==> src/rtl/stall_pkg.sv <==
package stall_pkg;
  localparam int unsigned LFSR_W   = 32;
  localparam int unsigned RATE_W   = 2;
  localparam int unsigned MIN_BITS = 3;
  localparam int unsigned MASK_W   = MIN_BITS + (1 << RATE_W) - 1;
  localparam logic [LFSR_W-1:0] TAP_MASK      = 32'h8020_0003;
  localparam logic [LFSR_W-1:0] ZERO_SEED_SUB = 32'h9E37_79B9;

  function automatic logic [LFSR_W-1:0] lfsr_step(input logic [LFSR_W-1:0] s);
    return (s >> 1) ^ (s[0] ? TAP_MASK : '0);
  endfunction

  function automatic logic [LFSR_W-1:0] seed_fix(input logic [LFSR_W-1:0] s);
    return (s == '0) ? ZERO_SEED_SUB : s;
  endfunction

  function automatic logic [MASK_W-1:0] rate_mask(input logic [RATE_W-1:0] r);
    int unsigned n;
    n = MIN_BITS + int'(r);
    return MASK_W'((64'd1 << n) - 64'd1);
  endfunction
endpackage

==> src/rtl/stall_lfsr.sv <==
module stall_lfsr
  import stall_pkg::*;
(
  input  logic              clk,
  input  logic              rst_n,
  input  logic [LFSR_W-1:0] seed,
  input  logic              seed_load,
  output logic [LFSR_W-1:0] state,
  output logic              load_evt
);
  assign load_evt = !rst_n || seed_load;

  always_ff @(posedge clk) begin
    if (load_evt) state <= seed_fix(seed);
    else          state <= lfsr_step(state);
  end
endmodule

==> src/rtl/stall_rate_match.sv <==
module stall_rate_match
  import stall_pkg::*;
(
  input  logic [MASK_W-1:0] low_bits,
  input  logic [RATE_W-1:0] rate_sel,
  output logic              hit
);
  logic [MASK_W-1:0] mask;
  assign mask = rate_mask(rate_sel);
  assign hit  = (low_bits & mask) == '0;
endmodule

==> src/rtl/stall_gen.sv <==
module stall_gen
  import stall_pkg::*;
(
  input  logic              clk,
  input  logic              rst_n,
  input  logic              stall_en,
  input  logic              int_mode,
  input  logic [1:0]        rate_sel,
  input  logic [31:0]       seed,
  input  logic              seed_load,
  input  logic              fab_stall,
  output logic              stall_out
);
  logic [LFSR_W-1:0] lfsr_state;
  logic              load_evt;
  logic              int_hit;
  logic              stall_next;

  stall_lfsr u_lfsr (
    .clk(clk), .rst_n(rst_n), .seed(seed), .seed_load(seed_load),
    .state(lfsr_state), .load_evt(load_evt)
  );

  stall_rate_match u_match (
    .low_bits(lfsr_state[MASK_W-1:0]), .rate_sel(rate_sel), .hit(int_hit)
  );

  assign stall_next = stall_en && (int_mode ? int_hit : fab_stall);

  always_ff @(posedge clk) begin
    if (!rst_n) stall_out <= 1'b0;
    else        stall_out <= stall_next;
  end
endmodule

==> config.mk <==
export PLATFORM = sky130hd
export DESIGN_NAME = stall_gen
export DESIGN_NICKNAME = d
export VERILOG_FILES = /design/src/rtl/stall_pkg.sv /design/src/rtl/stall_lfsr.sv /design/src/rtl/stall_rate_match.sv /design/src/rtl/stall_gen.sv
export SDC_FILE = /design/constraint.sdc
export NUM_CORES = 1
export LEC_CHECK = 0
export BUFFER_PORTS_ARGS = -buffer_cell sky130_fd_sc_hd__buf_2
export CAP_MARGIN = 10
export CELL_PAD_IN_SITES_DETAIL_PLACEMENT = 1
export CELL_PAD_IN_SITES_GLOBAL_PLACEMENT = 1
export CORE_MARGIN = 5
export CORE_UTILIZATION = 35
export DETAILED_ROUTE_END_ITERATION = 6
export PLACE_DENSITY = 0.79
export SLEW_MARGIN = 10
export SYNTH_ARGS = -nofsm -noshare
export SYNTH_HDL_FRONTEND = slang
export SYNTH_HIERARCHICAL = 1
export SYNTH_SLANG_ARGS = --single-unit
export TNS_END_PERCENT = 20
==> constraint.sdc <==
create_clock -name clk -period 1.15 [get_ports clk]
set_clock_uncertainty 0.05 [all_clocks]
set_input_delay 0.0575 -clock clk [delete_from_list [all_inputs] [get_ports clk]]
set_output_delay 0.0575 -clock clk [all_outputs]
set_load 0.02 [all_outputs]
==> results.yml <==
timing:
  slew_violations: 0
  fin_crit_ps: 1090
  finalHoldViolCount: 0
  setup_violations: 0
  max_freq_mhz: 922
  grt_setup_unrepaired: "false"
  min_period_over_period_pct: 94.3
die:
  start_util_pct: 35.8
  chipWidth_um: 70.7
  die_area_um2: 5000
  core_area_um2: 3610
  fp.dieH_um: 70.7
  rows: 22
  io_pins: 41
logic_synthesis:
  ys_types: 23
  syn_area_um2: 1290
  syn_avg_cell_area_um2: 7.96
  ys_seq_area_share_pct: 51.2
  synth_top_area_share_pct: 51.2
  synth_warnings: 6
  netlist_instances: 162
  synth_top_area_cell: "dfxtp_1"
  synth_area_leaders: "dfxtp_1 51%, nor2_1 11%, nand2_1 10%"
  synth_seq_cells: 33
global_route:
  track_usage_pct: 16.5
  grt_pass1_vias: 1418
  grt_max_degree: 21
  antenna_found_initial: 0
  grt_overflow: 0
  grt_pass1_wl_um: 6490
clock_network:
  clkTransAtPathRegs_ps: 70
  cts_made_buffers: 5
  clockBufferDepth: 2
  cts_tree: "done"
  htree_levels: 2
  cts_root_buf: "clkbuf_8"
  post_cts_buffers: 0
  worstSkewPairLatency_ps: 290
  cts_sinks: 33
final_layout:
  multi_input_area_um2: 589
  drive_gt1_share_pct: 29.9
  fill_cells: 452
  areaGrowthSynthToFinish_pct: 47.9
  layout_commonest_cell: "buf_2"
  final_core_util_pct: 52.9
  mostFrequentLayoutCells: "40 x buf_2, 39 x nor2_1, 35 x nand2_1"
  finalNonFillerCells: 282
  diodes: 0
  nNetsFinal: 274
  sequential_cell_area_um2: 661
pwr:
  p_switching_mw: 0.640
  cellLeakagePower_nw: 0.897
  p_sw_share_pct: 25.4
  ir_worst_vdd_mv: 0.495
  pwr-share-seq_pct: 51.2
  p_int_mw: 1.88
  power_density_nw_per_um2: 1320
  clkPwrFrac_pct: 33.3
  comb_power_share_pct: 15.5
setup_path:
  endpoint_kind: "register"
  crit_chain: "buf_2 > nor4_2 > nand4_1 > or2_4 > a22oi_2"
  cp_slowest_cell: "or2_4"
  rr_worst_depth: 4
  worstPathMaxFanout: 20
  slowest_delay_ps: 370
  critPathKind: "input pin to register"
  rr_startpoint: "u_lfsr/state[0]"
  worstReg2RegEnd: "stall_out"
  worstPathRequired_ps: 1310
  arrival_ps: 1250
  rrSetupSlack_ps: 110
  startpoint_type: "input pin"
route:
  wl_um: 3930
  first_pass_iters: 4
  vias: 1342
  final_antenna_net_count: 0
  via_per_inst: 4.76
  post-route-drc-count: 0
  drt_iter0_markers: 69
  wl_per_cell_um: 13.9
placed_design:
  io_buffers: 40
  place_congestion: 0.754
  dp.cells: 257
  dp_hpwl_um: 2690
worst_hold_path:
  holdCritPathClass: "input pin to register"
  holdPathStages: 3
  hold_end: "u_lfsr/state[27]"
  worstHoldStart: "seed[27]"
flow_run:
  maxCapViolations: 0
status:
  status: "finished clean"
[metal layers]
| metal | vias up | track usage, % | share of wire, % |
|---|---|---|---|
| li1 | 666 | - | - |
| met1 | 634 | 17.9 | 40 |
| met2 | 33 | 29.4 | 52 |
| met3 | 9 | 5.54 | 6.2 |
| met4 | 0 | 6.26 | 1.8 |
| met5 | - | 0 | 0 |
[Yosys cell counts]
master    count
buf_2         2
clkbuf_1      5
a22oi_2       2
nor4_2        1
ha_1          1
nor2b_1       1
nor4_1        7
mux2i_1       1
nor2_1       39
conb_1        1
inv_1         2
or2_4         1
nand2_1      35
nand2b_1      1
xnor2_1       3
o21ai_0       1
buf_6         2
a21oi_1      19
nand4_1       2
o2111a_1      1
a21oi_2       1
o21ai_1       1
dfxtp_1      33
[state kept, by name, summed over array words and instances, names as in the netlist]
signal / cells
stall_out: 1
u_lfsr/state: 32
[worst max path at each step]
stage	startpoint	to	depth (start not counted)
2_1_floorplan	seed[25]	u_lfsr/state[0]	5
3_3_place_gp	seed[7]	u_lfsr/state[21]	5
3_5_place_dp	seed[0]	u_lfsr/state[0]	5
4_1_cts	seed[0]	u_lfsr/state[0]	5
5_1_grt	seed[0]	u_lfsr/state[20]	5
6_report	seed[0]	u_lfsr/state[0]	5
[metrics by stage]
stage | area [um^2] | hold WS (ps) | setup TNS (ps) | power (mW) | worst slack (ps)
finish | 1910 | 12.6 | 0 | 2.52 | 65.0
floorplan | 1290 | 113 | 0 | 1.47 | 87.6
global placement | 1640 | 217 | -4170 | 1.63 | -236
CTS | 1900 | 4.76 | 0 | 2.54 | 23.4
global route | 1910 | 23.0 | 0 | 2.65 | 0.699
detailed placement | 1640 | 221 | -4490 | 1.65 | -269
[power by group through the flow]
stage	registers, mW	logic (mW)	clock network, mW
final	1.29	0.391	0.839
after global routing	1.30	0.433	0.913
after CTS	1.29	0.384	0.861
after detailed placement	1.32	0.338	0
after global placement	1.31	0.320	0
after floorplan	1.30	0.168	0
[cell families (layout without fill, tap and decap cells)]
group                    after synthesis  after routing  share of synthesized area [%]
AND/OR/NAND/NOR                       87             87                           28.5
AO/OA/AOI/OAI                         25             25                           11.6
multiplexers                           1              1                          0.776
other                                  1              2                          0.291
flip-flops                            33             33                           51.2
XOR/XNOR                               3              3                           2.04
adder cells (fa/ha/maj)                1              1                          0.970
buffers and inverters                 11             82                           4.56
[critical path: cells and delay by family]
kind                   cells  cell delay, ps
buffers and inverters      1             120
AOI/OAI and AO/OA          1             180
and+or+nand+nor            3             880
[repair_timing]
item / in CTS / in global routing
resized for setup: 0 / 2
hold buffers: 17 / 0
endpoints found under the hold margin: 14 / 0
endpoints found under the setup margin: 0 / 19
[final cells by class]
cell class / count / area share [%]
inverters: 2 / 0.393
flip-flops and latches: 33 / 34.6
clock buffers: 6 / 3.80
well taps: 48 / 3.15
clock inverters: 2 / 0.525
multi-input cells: 119 / 30.9
repair buffers: 72 / 26.6
No activity file was read; power rests on OpenSTA's default activity.
